<file path="config.mk">
export PLATFORM = sky130hd
export DESIGN_NAME = axil_rr_arbiter
export DESIGN_NICKNAME = d
export VERILOG_FILES = /design/src/rtl/axil_arb_pkg.sv /design/src/rtl/axil_rr_pick.sv /design/src/rtl/axil_wr_route.sv /design/src/rtl/axil_rd_route.sv /design/src/rtl/axil_rr_arbiter.sv
export SDC_FILE = /design/constraint.sdc
export NUM_CORES = 1
export LEC_CHECK = 0
export BUFFER_PORTS_ARGS = -buffer_cell sky130_fd_sc_hd__buf_2
export CORE_AREA = 10 10 228 230
export CTS_CLUSTER_DIAMETER = 40
export CTS_CLUSTER_SIZE = 10
export DETAILED_ROUTE_END_ITERATION = 10
export DIE_AREA = 0 0 238 240
export GPL_ROUTABILITY_DRIVEN = 0
export PLACE_DENSITY = 0.45
export SLEW_MARGIN = 20
export SYNTH_ARGS = -nofsm -noshare
export SYNTH_HDL_FRONTEND = slang
export SYNTH_SLANG_ARGS = --single-unit
export TNS_END_PERCENT = 10
</file>
<file path="constraint.sdc">
create_clock -name clk -period 2 [get_ports clk]
set_input_delay 0 -clock clk [delete_from_list [all_inputs] [get_ports clk]]
set_output_delay 0 -clock clk [all_outputs]
set_load 0.1 [all_outputs]
</file>
<file path="src/rtl/axil_arb_pkg.sv">
package axil_arb_pkg;

    typedef enum logic [1:0] {
        ST_IDLE = 2'd0,
        ST_WR   = 2'd1,
        ST_RD   = 2'd2
    } arb_state_e;

    localparam int PROT_W = 3;
    localparam int RESP_W = 2;

endpackage

</file>
<file path="src/rtl/axil_rr_pick.sv">
module axil_rr_pick #(
    parameter int NUM_M = 3,
    parameter int IDX_W = 2
) (
    input  logic [NUM_M-1:0] req,
    input  logic [IDX_W-1:0] ptr,
    input  logic             keep_en,
    input  logic [IDX_W-1:0] keep_idx,
    output logic             any,
    output logic [IDX_W-1:0] idx
);

    generate
        if (NUM_M == 1) begin : g_single
            assign any = req[0];
            assign idx = '0;
        end else begin : g_multi
            logic found;
            always_comb begin
                any   = |req;
                idx   = '0;
                found = 1'b0;
                // first requester at or after the pointer, wrapping
                for (int k = 0; k < NUM_M; k++) begin
                    if (!found && req[(int'(ptr) + k) % NUM_M]) begin
                        idx   = IDX_W'((int'(ptr) + k) % NUM_M);
                        found = 1'b1;
                    end
                end
                // the master that just finished wins if it re-requests at once
                if (keep_en && req[keep_idx]) begin
                    idx = keep_idx;
                end
            end
        end
    endgenerate

endmodule

</file>
<file path="src/rtl/axil_wr_route.sv">
module axil_wr_route #(
    parameter int NUM_M  = 3,
    parameter int ADDR_W = 32,
    parameter int DATA_W = 32,
    parameter int IDX_W  = 2
) (
    input  logic                       clk,
    input  logic                       rst_n,
    input  logic                       en,
    input  logic [IDX_W-1:0]           owner,
    input  logic                       aw_done,
    input  logic                       w_done,
    input  logic [NUM_M-1:0]           m_awvalid,
    output logic [NUM_M-1:0]           m_awready,
    input  logic [NUM_M*ADDR_W-1:0]    m_awaddr,
    input  logic [NUM_M*3-1:0]         m_awprot,
    input  logic [NUM_M-1:0]           m_wvalid,
    output logic [NUM_M-1:0]           m_wready,
    input  logic [NUM_M*DATA_W-1:0]    m_wdata,
    input  logic [NUM_M*DATA_W/8-1:0]  m_wstrb,
    output logic [NUM_M-1:0]           m_bvalid,
    input  logic [NUM_M-1:0]           m_bready,
    output logic [NUM_M*2-1:0]         m_bresp,
    output logic                       s_awvalid,
    input  logic                       s_awready,
    output logic [ADDR_W-1:0]          s_awaddr,
    output logic [2:0]                 s_awprot,
    output logic                       s_wvalid,
    input  logic                       s_wready,
    output logic [DATA_W-1:0]          s_wdata,
    output logic [DATA_W/8-1:0]        s_wstrb,
    input  logic                       s_bvalid,
    output logic                       s_bready,
    input  logic [1:0]                 s_bresp,
    output logic                       aw_hs,
    output logic                       w_hs,
    output logic                       b_hs
);

    localparam int STRB_W = DATA_W / 8;

    logic [NUM_M-1:0] sel;
    logic             both_in;

    assign both_in = aw_done && w_done;

    generate
        for (genvar i = 0; i < NUM_M; i++) begin : g_m
            assign sel[i]           = en && (owner == IDX_W'(i));
            assign m_awready[i]     = sel[i] && !aw_done && s_awready;
            assign m_wready[i]      = sel[i] && !w_done && s_wready;
            assign m_bvalid[i]      = sel[i] && both_in && s_bvalid;
            assign m_bresp[i*2 +: 2] = s_bresp;
        end
    endgenerate

    always_comb begin
        s_awaddr = '0;
        s_awprot = '0;
        s_wdata  = '0;
        s_wstrb  = '0;
        for (int i = 0; i < NUM_M; i++) begin
            if (sel[i]) begin
                s_awaddr = m_awaddr[i*ADDR_W +: ADDR_W];
                s_awprot = m_awprot[i*3 +: 3];
                s_wdata  = m_wdata[i*DATA_W +: DATA_W];
                s_wstrb  = m_wstrb[i*STRB_W +: STRB_W];
            end
        end
    end

    assign s_awvalid = en && !aw_done && |(sel & m_awvalid);
    assign s_wvalid  = en && !w_done && |(sel & m_wvalid);
    assign s_bready  = en && both_in && |(sel & m_bready);

    assign aw_hs = s_awvalid && s_awready;
    assign w_hs  = s_wvalid && s_wready;
    assign b_hs  = s_bvalid && s_bready;

    // a slave write response lands on exactly one master
    assert_b_single_R9: assert property (@(posedge clk) disable iff (!rst_n)
        b_hs |-> $onehot(m_bvalid & m_bready));

endmodule

</file>
<file path="src/rtl/axil_rd_route.sv">
module axil_rd_route #(
    parameter int NUM_M  = 3,
    parameter int ADDR_W = 32,
    parameter int DATA_W = 32,
    parameter int IDX_W  = 2
) (
    input  logic                    clk,
    input  logic                    rst_n,
    input  logic                    en,
    input  logic [IDX_W-1:0]        owner,
    input  logic                    ar_done,
    input  logic [NUM_M-1:0]        m_arvalid,
    output logic [NUM_M-1:0]        m_arready,
    input  logic [NUM_M*ADDR_W-1:0] m_araddr,
    input  logic [NUM_M*3-1:0]      m_arprot,
    output logic [NUM_M-1:0]        m_rvalid,
    input  logic [NUM_M-1:0]        m_rready,
    output logic [NUM_M*DATA_W-1:0] m_rdata,
    output logic [NUM_M*2-1:0]      m_rresp,
    output logic                    s_arvalid,
    input  logic                    s_arready,
    output logic [ADDR_W-1:0]       s_araddr,
    output logic [2:0]              s_arprot,
    input  logic                    s_rvalid,
    output logic                    s_rready,
    input  logic [DATA_W-1:0]       s_rdata,
    input  logic [1:0]              s_rresp,
    output logic                    ar_hs,
    output logic                    r_hs
);

    logic [NUM_M-1:0] sel;

    generate
        for (genvar i = 0; i < NUM_M; i++) begin : g_m
            assign sel[i]                    = en && (owner == IDX_W'(i));
            assign m_arready[i]              = sel[i] && !ar_done && s_arready;
            assign m_rvalid[i]               = sel[i] && ar_done && s_rvalid;
            assign m_rdata[i*DATA_W +: DATA_W] = s_rdata;
            assign m_rresp[i*2 +: 2]         = s_rresp;
        end
    endgenerate

    always_comb begin
        s_araddr = '0;
        s_arprot = '0;
        for (int i = 0; i < NUM_M; i++) begin
            if (sel[i]) begin
                s_araddr = m_araddr[i*ADDR_W +: ADDR_W];
                s_arprot = m_arprot[i*3 +: 3];
            end
        end
    end

    assign s_arvalid = en && !ar_done && |(sel & m_arvalid);
    assign s_rready  = en && ar_done && |(sel & m_rready);

    assign ar_hs = s_arvalid && s_arready;
    assign r_hs  = s_rvalid && s_rready;

    // read data and response go to exactly one master
    assert_r_single_R9: assert property (@(posedge clk) disable iff (!rst_n)
        r_hs |-> $onehot(m_rvalid & m_rready));

endmodule

</file>
<file path="src/rtl/axil_rr_arbiter.sv">
module axil_rr_arbiter
    import axil_arb_pkg::*;
#(
    parameter int NUM_M  = 3,
    parameter int ADDR_W = 32,
    parameter int DATA_W = 32
) (
    input  logic                       clk,
    input  logic                       rst_n,
    input  logic [NUM_M-1:0]           m_awvalid,
    output logic [NUM_M-1:0]           m_awready,
    input  logic [NUM_M*ADDR_W-1:0]    m_awaddr,
    input  logic [NUM_M*3-1:0]         m_awprot,
    input  logic [NUM_M-1:0]           m_wvalid,
    output logic [NUM_M-1:0]           m_wready,
    input  logic [NUM_M*DATA_W-1:0]    m_wdata,
    input  logic [NUM_M*DATA_W/8-1:0]  m_wstrb,
    output logic [NUM_M-1:0]           m_bvalid,
    input  logic [NUM_M-1:0]           m_bready,
    output logic [NUM_M*2-1:0]         m_bresp,
    input  logic [NUM_M-1:0]           m_arvalid,
    output logic [NUM_M-1:0]           m_arready,
    input  logic [NUM_M*ADDR_W-1:0]    m_araddr,
    input  logic [NUM_M*3-1:0]         m_arprot,
    output logic [NUM_M-1:0]           m_rvalid,
    input  logic [NUM_M-1:0]           m_rready,
    output logic [NUM_M*DATA_W-1:0]    m_rdata,
    output logic [NUM_M*2-1:0]         m_rresp,
    output logic                       s_awvalid,
    input  logic                       s_awready,
    output logic [ADDR_W-1:0]          s_awaddr,
    output logic [2:0]                 s_awprot,
    output logic                       s_wvalid,
    input  logic                       s_wready,
    output logic [DATA_W-1:0]          s_wdata,
    output logic [DATA_W/8-1:0]        s_wstrb,
    input  logic                       s_bvalid,
    output logic                       s_bready,
    input  logic [1:0]                 s_bresp,
    output logic                       s_arvalid,
    input  logic                       s_arready,
    output logic [ADDR_W-1:0]          s_araddr,
    output logic [2:0]                 s_arprot,
    input  logic                       s_rvalid,
    output logic                       s_rready,
    input  logic [DATA_W-1:0]          s_rdata,
    input  logic [1:0]                 s_rresp
);

    localparam int IDX_W = (NUM_M > 1) ? $clog2(NUM_M) : 1;

    typedef struct packed {
        arb_state_e       st;
        logic [IDX_W-1:0] owner;
        logic [IDX_W-1:0] ptr;
        logic             sticky;
        logic             aw_done;
        logic             w_done;
        logic             ar_done;
    } ctl_t;

    ctl_t ctl_d, ctl_q;

    logic [NUM_M-1:0] req;
    logic             pick_any;
    logic [IDX_W-1:0] pick_idx;
    logic [IDX_W-1:0] next_ptr;
    logic             wr_aw_hs, wr_w_hs, wr_b_hs;
    logic             rd_ar_hs, rd_r_hs;

    assign req      = m_awvalid | m_arvalid;
    assign next_ptr = (ctl_q.owner == IDX_W'(NUM_M - 1)) ? '0 : ctl_q.owner + 1'b1;

    axil_rr_pick #(
        .NUM_M (NUM_M),
        .IDX_W (IDX_W)
    ) u_pick (
        .req      (req),
        .ptr      (ctl_q.ptr),
        .keep_en  (ctl_q.sticky),
        .keep_idx (ctl_q.owner),
        .any      (pick_any),
        .idx      (pick_idx)
    );

    axil_wr_route #(
        .NUM_M  (NUM_M),
        .ADDR_W (ADDR_W),
        .DATA_W (DATA_W),
        .IDX_W  (IDX_W)
    ) u_wr (
        .clk       (clk),
        .rst_n     (rst_n),
        .en        (ctl_q.st == ST_WR),
        .owner     (ctl_q.owner),
        .aw_done   (ctl_q.aw_done),
        .w_done    (ctl_q.w_done),
        .m_awvalid (m_awvalid),
        .m_awready (m_awready),
        .m_awaddr  (m_awaddr),
        .m_awprot  (m_awprot),
        .m_wvalid  (m_wvalid),
        .m_wready  (m_wready),
        .m_wdata   (m_wdata),
        .m_wstrb   (m_wstrb),
        .m_bvalid  (m_bvalid),
        .m_bready  (m_bready),
        .m_bresp   (m_bresp),
        .s_awvalid (s_awvalid),
        .s_awready (s_awready),
        .s_awaddr  (s_awaddr),
        .s_awprot  (s_awprot),
        .s_wvalid  (s_wvalid),
        .s_wready  (s_wready),
        .s_wdata   (s_wdata),
        .s_wstrb   (s_wstrb),
        .s_bvalid  (s_bvalid),
        .s_bready  (s_bready),
        .s_bresp   (s_bresp),
        .aw_hs     (wr_aw_hs),
        .w_hs      (wr_w_hs),
        .b_hs      (wr_b_hs)
    );

    axil_rd_route #(
        .NUM_M  (NUM_M),
        .ADDR_W (ADDR_W),
        .DATA_W (DATA_W),
        .IDX_W  (IDX_W)
    ) u_rd (
        .clk       (clk),
        .rst_n     (rst_n),
        .en        (ctl_q.st == ST_RD),
        .owner     (ctl_q.owner),
        .ar_done   (ctl_q.ar_done),
        .m_arvalid (m_arvalid),
        .m_arready (m_arready),
        .m_araddr  (m_araddr),
        .m_arprot  (m_arprot),
        .m_rvalid  (m_rvalid),
        .m_rready  (m_rready),
        .m_rdata   (m_rdata),
        .m_rresp   (m_rresp),
        .s_arvalid (s_arvalid),
        .s_arready (s_arready),
        .s_araddr  (s_araddr),
        .s_arprot  (s_arprot),
        .s_rvalid  (s_rvalid),
        .s_rready  (s_rready),
        .s_rdata   (s_rdata),
        .s_rresp   (s_rresp),
        .ar_hs     (rd_ar_hs),
        .r_hs      (rd_r_hs)
    );

    always_comb begin
        ctl_d = ctl_q;
        unique case (ctl_q.st)
            ST_IDLE: begin
                ctl_d.sticky = 1'b0;
                if (pick_any) begin
                    ctl_d.owner   = pick_idx;
                    // write request wins over a simultaneous read request
                    ctl_d.st      = m_awvalid[pick_idx] ? ST_WR : ST_RD;
                    ctl_d.aw_done = 1'b0;
                    ctl_d.w_done  = 1'b0;
                    ctl_d.ar_done = 1'b0;
                end
            end
            ST_WR: begin
                if (wr_aw_hs) ctl_d.aw_done = 1'b1;
                if (wr_w_hs)  ctl_d.w_done  = 1'b1;
                if (wr_b_hs) begin
                    ctl_d.st     = ST_IDLE;
                    ctl_d.ptr    = next_ptr;
                    ctl_d.sticky = 1'b1;
                end
            end
            ST_RD: begin
                if (rd_ar_hs) ctl_d.ar_done = 1'b1;
                if (rd_r_hs) begin
                    ctl_d.st     = ST_IDLE;
                    ctl_d.ptr    = next_ptr;
                    ctl_d.sticky = 1'b1;
                end
            end
            default: ctl_d.st = ST_IDLE;
        endcase
    end

    always_ff @(posedge clk) begin
        if (!rst_n) begin
            ctl_q <= '{st: ST_IDLE, owner: '0, ptr: '0, sticky: 1'b0,
                       aw_done: 1'b0, w_done: 1'b0, ar_done: 1'b0};
        end else begin
            ctl_q <= ctl_d;
        end
    end

    // ---------------- checks ----------------
    logic [NUM_M-1:0] vis;
    logic [1:0]       outst_q;
    logic             addr_hs, resp_hs;

    assign vis     = m_awready | m_wready | m_bvalid | m_arready | m_rvalid;
    assign addr_hs = wr_aw_hs || rd_ar_hs;
    assign resp_hs = wr_b_hs || rd_r_hs;

    always_ff @(posedge clk) begin
        if (!rst_n) begin
            outst_q <= '0;
        end else if (addr_hs && !resp_hs) begin
            outst_q <= outst_q + 2'd1;
        end else if (resp_hs && !addr_hs && outst_q != 2'd0) begin
            outst_q <= outst_q - 2'd1;
        end
    end

    assert_idle_quiet_R1: assert property (@(posedge clk) disable iff (!rst_n)
        (ctl_q.st == ST_IDLE) |-> (vis == '0) && !s_awvalid && !s_wvalid && !s_arvalid);

    assert_keep_owner_R3: assert property (@(posedge clk) disable iff (!rst_n)
        (ctl_q.st == ST_IDLE && ctl_q.sticky && req[ctl_q.owner])
        |=> (ctl_q.st != ST_IDLE) && (ctl_q.owner == $past(ctl_q.owner)));

    assert_read_grant_R5: assert property (@(posedge clk) disable iff (!rst_n)
        (ctl_q.st == ST_IDLE && pick_any && !m_awvalid[pick_idx]) |=> (ctl_q.st == ST_RD));

    assert_write_first_R6: assert property (@(posedge clk) disable iff (!rst_n)
        (ctl_q.st == ST_IDLE && pick_any && m_awvalid[pick_idx]) |=> (ctl_q.st == ST_WR));

    assert_single_grant_R7: assert property (@(posedge clk) disable iff (!rst_n)
        $onehot0(vis));

    assert_outstanding_R8: assert property (@(posedge clk) disable iff (!rst_n)
        outst_q <= 2'd1);

    assert_no_addr_busy_R8: assert property (@(posedge clk) disable iff (!rst_n)
        (outst_q == 2'd1) |-> !addr_hs);

endmodule

</file>
==> impl_results.md <==
- Outcome: complete, but fails checks
- Failing checks: negative setup slack
- Yosys top cell by area: mux2i_1
- Post-synth EDFFs: 0
- Cell types occupying the most area after synthesis: mux2i_1, buf_4, nor2_1
- Comb pwr share: 93.9%
- Crit-path leading delay family: compound AO/OA/AOI/OAI gates
- P_int: 4421 uW
- Shortest period the worst path allows: 2.049 ns
- Final Hold Viols: 0
- Synth cell types: 54
- DRC Markers: 0
- R2R depth: 9
- Critical-path maximum fanout: 3
- Initial antenna violation count: 6
- Top Registers: ctl_q (10)
- RSZ-0062 raised after global routing: yes
- CP Depth: 9
- Reg clk slew, reported paths: 0.05 ns
- Post-synthesis sequential area ratio: 4.364%
- Total CTS buffers: 3
- Remaining Overflow, GRT: 0
- Post-route ant nets: 0
- Arr. time, crit path: 2.19 ns
- Post-DP HPWL: 28990 um
- Clock buffer depth: 2
- Slew HR: 67.82%
- Core area: 47350 um2
- Initial DRC count: 205
- Via count: 6328
- Largest net degree at the start of global routing: 63
- Mapped Cells: 727
- Pwr/cell area: 1277 nW/um2
- CP max stage cell: dfxtp_4
- Share of the synthesized area in the top cell type: 24.88%
- CP Capture Type: flip-flop
- Pins Over Slew Limit: 0
- CP Cell Sequence: inv_4, ha_4, a211o_1, a221oi_2, o221ai_2, buf_4, nand2_2, a221oi_4, a22o_1
- Layout cells sized above 1: 56.65%
- Number of nets in the layout: 1459
- TritonRoute pass-1 iters: 4
- Post-detailed-route wirelength per cell: 19.40 um
- Seq pwr share: 2.9%
- Critical path class: reg2reg
- LEAKAGE: 0.003793 uW
- Fin crit share: 102.5%
- Worst ir drop on vdd: 474.1 uV
- Worst Tran Pin Value: 0.4827 ns
- Skew final: 0.004009 ns
- Worst-Skew Late Latency: 0.25 ns
- Hold Path Class: in2out
- Final design utilization: 19.80%
- IO Port Bufs: 465
- IO Count: 610
- CP Buf/Inv Count: 2
- Number of cell rows: 80
- Die footprint: 57120 um2
- Yosys warns: 0
- Post-synthesis area per instance: 6.309 um2
- Psw: 7545 uW
- CTS tree: yes
- Mapped Nets: 1110
- Final hold slack: 0.0001712 ns
- CP max stage delay: 0.37 ns
- CTS Root Cell: clkbuf_16
- Max reg flops: 10
- Final setup margin: -0.04917 ns
- Vias in the first global route: 6760
- Clk pwr share: 3.2%
- Total Routing Usage GR: 10.16%
- Synth Flop Type: dfxtp_1
- Yosys reg bits: 10
- Global-route wire length before repair: 44280 um
- H-tree levels: 1
- Hold Path Stages: 0
- Cell Area, Synth: 4587 um2
- Req. time, crit path: 2.14 ns
- Area delta synth->final: 104.3%
- Vias per cell: 3.740
- Chip Width: 238 um
- Overall routed net length: 32830 um
- Total of max-cap violations: 0
- Largest register by flop count: ctl_q
- Finish-stage setup viols: 2
- CP Launch Type: flip-flop
- Die H: 240 um
- F_max: 488.0 MHz
- Post-synth ARST share: 0%
- Net Sw Frac: 63.05%
- Initial Util: 9.688%
- Num Clock Sinks: 10
- Post-layout total power: 11970 uW
- Setup Slack @ Placement: -0.2014 ns
==> cell usage after synthesis, types with 3 or more instances <==
cell        n
buf_4     109
o21ai_0    40
buf_2      14
inv_1      11
ha_1        7
buf_1       3
mux2i_1   114
nor2_1    175
clkbuf_1   32
dfxtp_1    10
nand2_1    42
a21oi_1    73
nand3_1     7
and2_1     37
o21a_1      4
==> placed cells by master, fill, tap and decap left out, drive strengths merged, types with 4 or more instances in the layout <==
cell type / synthesis / layout
ha: 7 / 7
and2: 37 / 37
nand3: 7 / 7
a221oi: 4 / 4
inv: 11 / 11
nor2: 176 / 176
nand2: 42 / 42
o21a: 4 / 4
buf: 127 / 501
clkbuf: 33 / 6
mux2i: 114 / 114
o21ai: 40 / 40
a21oi: 73 / 73
dfxtp: 10 / 10
or2: 4 / 4
==> worst register-to-register path, delay by kind of cell (launching register included) <==
kind / cells / cell delay, ns
AOI/OAI and AO/OA: 5 / 1.08
adders and majority gates: 1 / 0.21
buffers and inverters: 2 / 0.20
DFF: 1 / 0.37
and+or+nand+nor: 1 / 0.08
==> power groups by stage <==
| stage | registers (uW) | logic [uW] | clock network, uW |
|---|---|---|---|
| 4_1_cts | 340 | 11200 | 389 |
| 5_1_grt | 359 | 11800 | 392 |
| 3_3_place_gp | 336 | 11100 | 0 |
| 3_5_place_dp | 337 | 11100 | 0 |
| 2_1_floorplan | 294 | 7880 | 0 |
| 6_report | 347 | 11200 | 383 |
==> metal layers <==
metal / track usage [%] / wire (um) / vias to the layer above / part of all wire, %
met4: 2.699 / 1061 / 2 / 3.2
met3: 3.160 / 3210 / 68 / 9.8
met1: 10.71 / 12010 / 2777 / 37
li1: - / - / 3046 / -
met5: 0 / 9 / - / 0.027
met2: 19.10 / 16530 / 435 / 50
==> worst paths after layout <==
path,start,end,slack (ns)
max,ctl_q[4]$_SDFFE_PN0P_,ctl_q[9]$_SDFFE_PN0P_,-0.05
min,s_rdata[28],m_rdata[28],0.0002
max reg2reg,ctl_q[4]$_SDFFE_PN0P_,ctl_q[9]$_SDFFE_PN0P_,-0.05
min reg2reg,ctl_q[8]$_SDFFE_PN0P_,ctl_q[8]$_SDFFE_PN0P_,0.52
==> through the flow <==
step | instance area (um2) | std cells | setup TNS [ns]
2_1_floorplan | 4803 | 727 | -17.69
3_3_place_gp | 9042 | 1679 | -0.2982
3_5_place_dp | 9042 | 1679 | -0.3945
4_1_cts | 9196 | 1683 | -0.1188
5_1_grt | 9370 | 1691 | -0.1548
6_report | 9373 | 1692 | -0.05493
==> cell families (layout without fill, tap and decap cells) <==
kind of cell | Yosys count | in the layout | share of synthesized area [%]
adders and majority gates | 7 | 7 | 1.909
other | 0 | 2 | 0
DFF | 10 | 10 | 4.364
muxes | 115 | 115 | 25.12
buffers and inverters | 171 | 519 | 23.68
AOI/OAI and AO/OA | 142 | 142 | 17.95
and+or+nand+nor | 282 | 282 | 26.98
==> final cells by class <==
class                           instances  area (um2)
Fill cell                            5290       37970
Timing Repair Buffer                  504        4659
Multi-Input combinational cell        546        3593
Tap cell                              615       769.5
Sequential cell                        10       215.2
Clock buffer                            3       75.07
Inverter                               11       51.30
Antenna cell                            2       5.005
Clock inverter                          1       3.754
==> repair_timing <==
action,in CTS,in global routing
buffers inserted,0,4
pin swaps,10,6
endpoints found under the setup margin,41,61
hold buffers,0,0
gates cloned,0,3
resized for setup,17,18
Note: power is estimated with default switching activity, not from simulation.
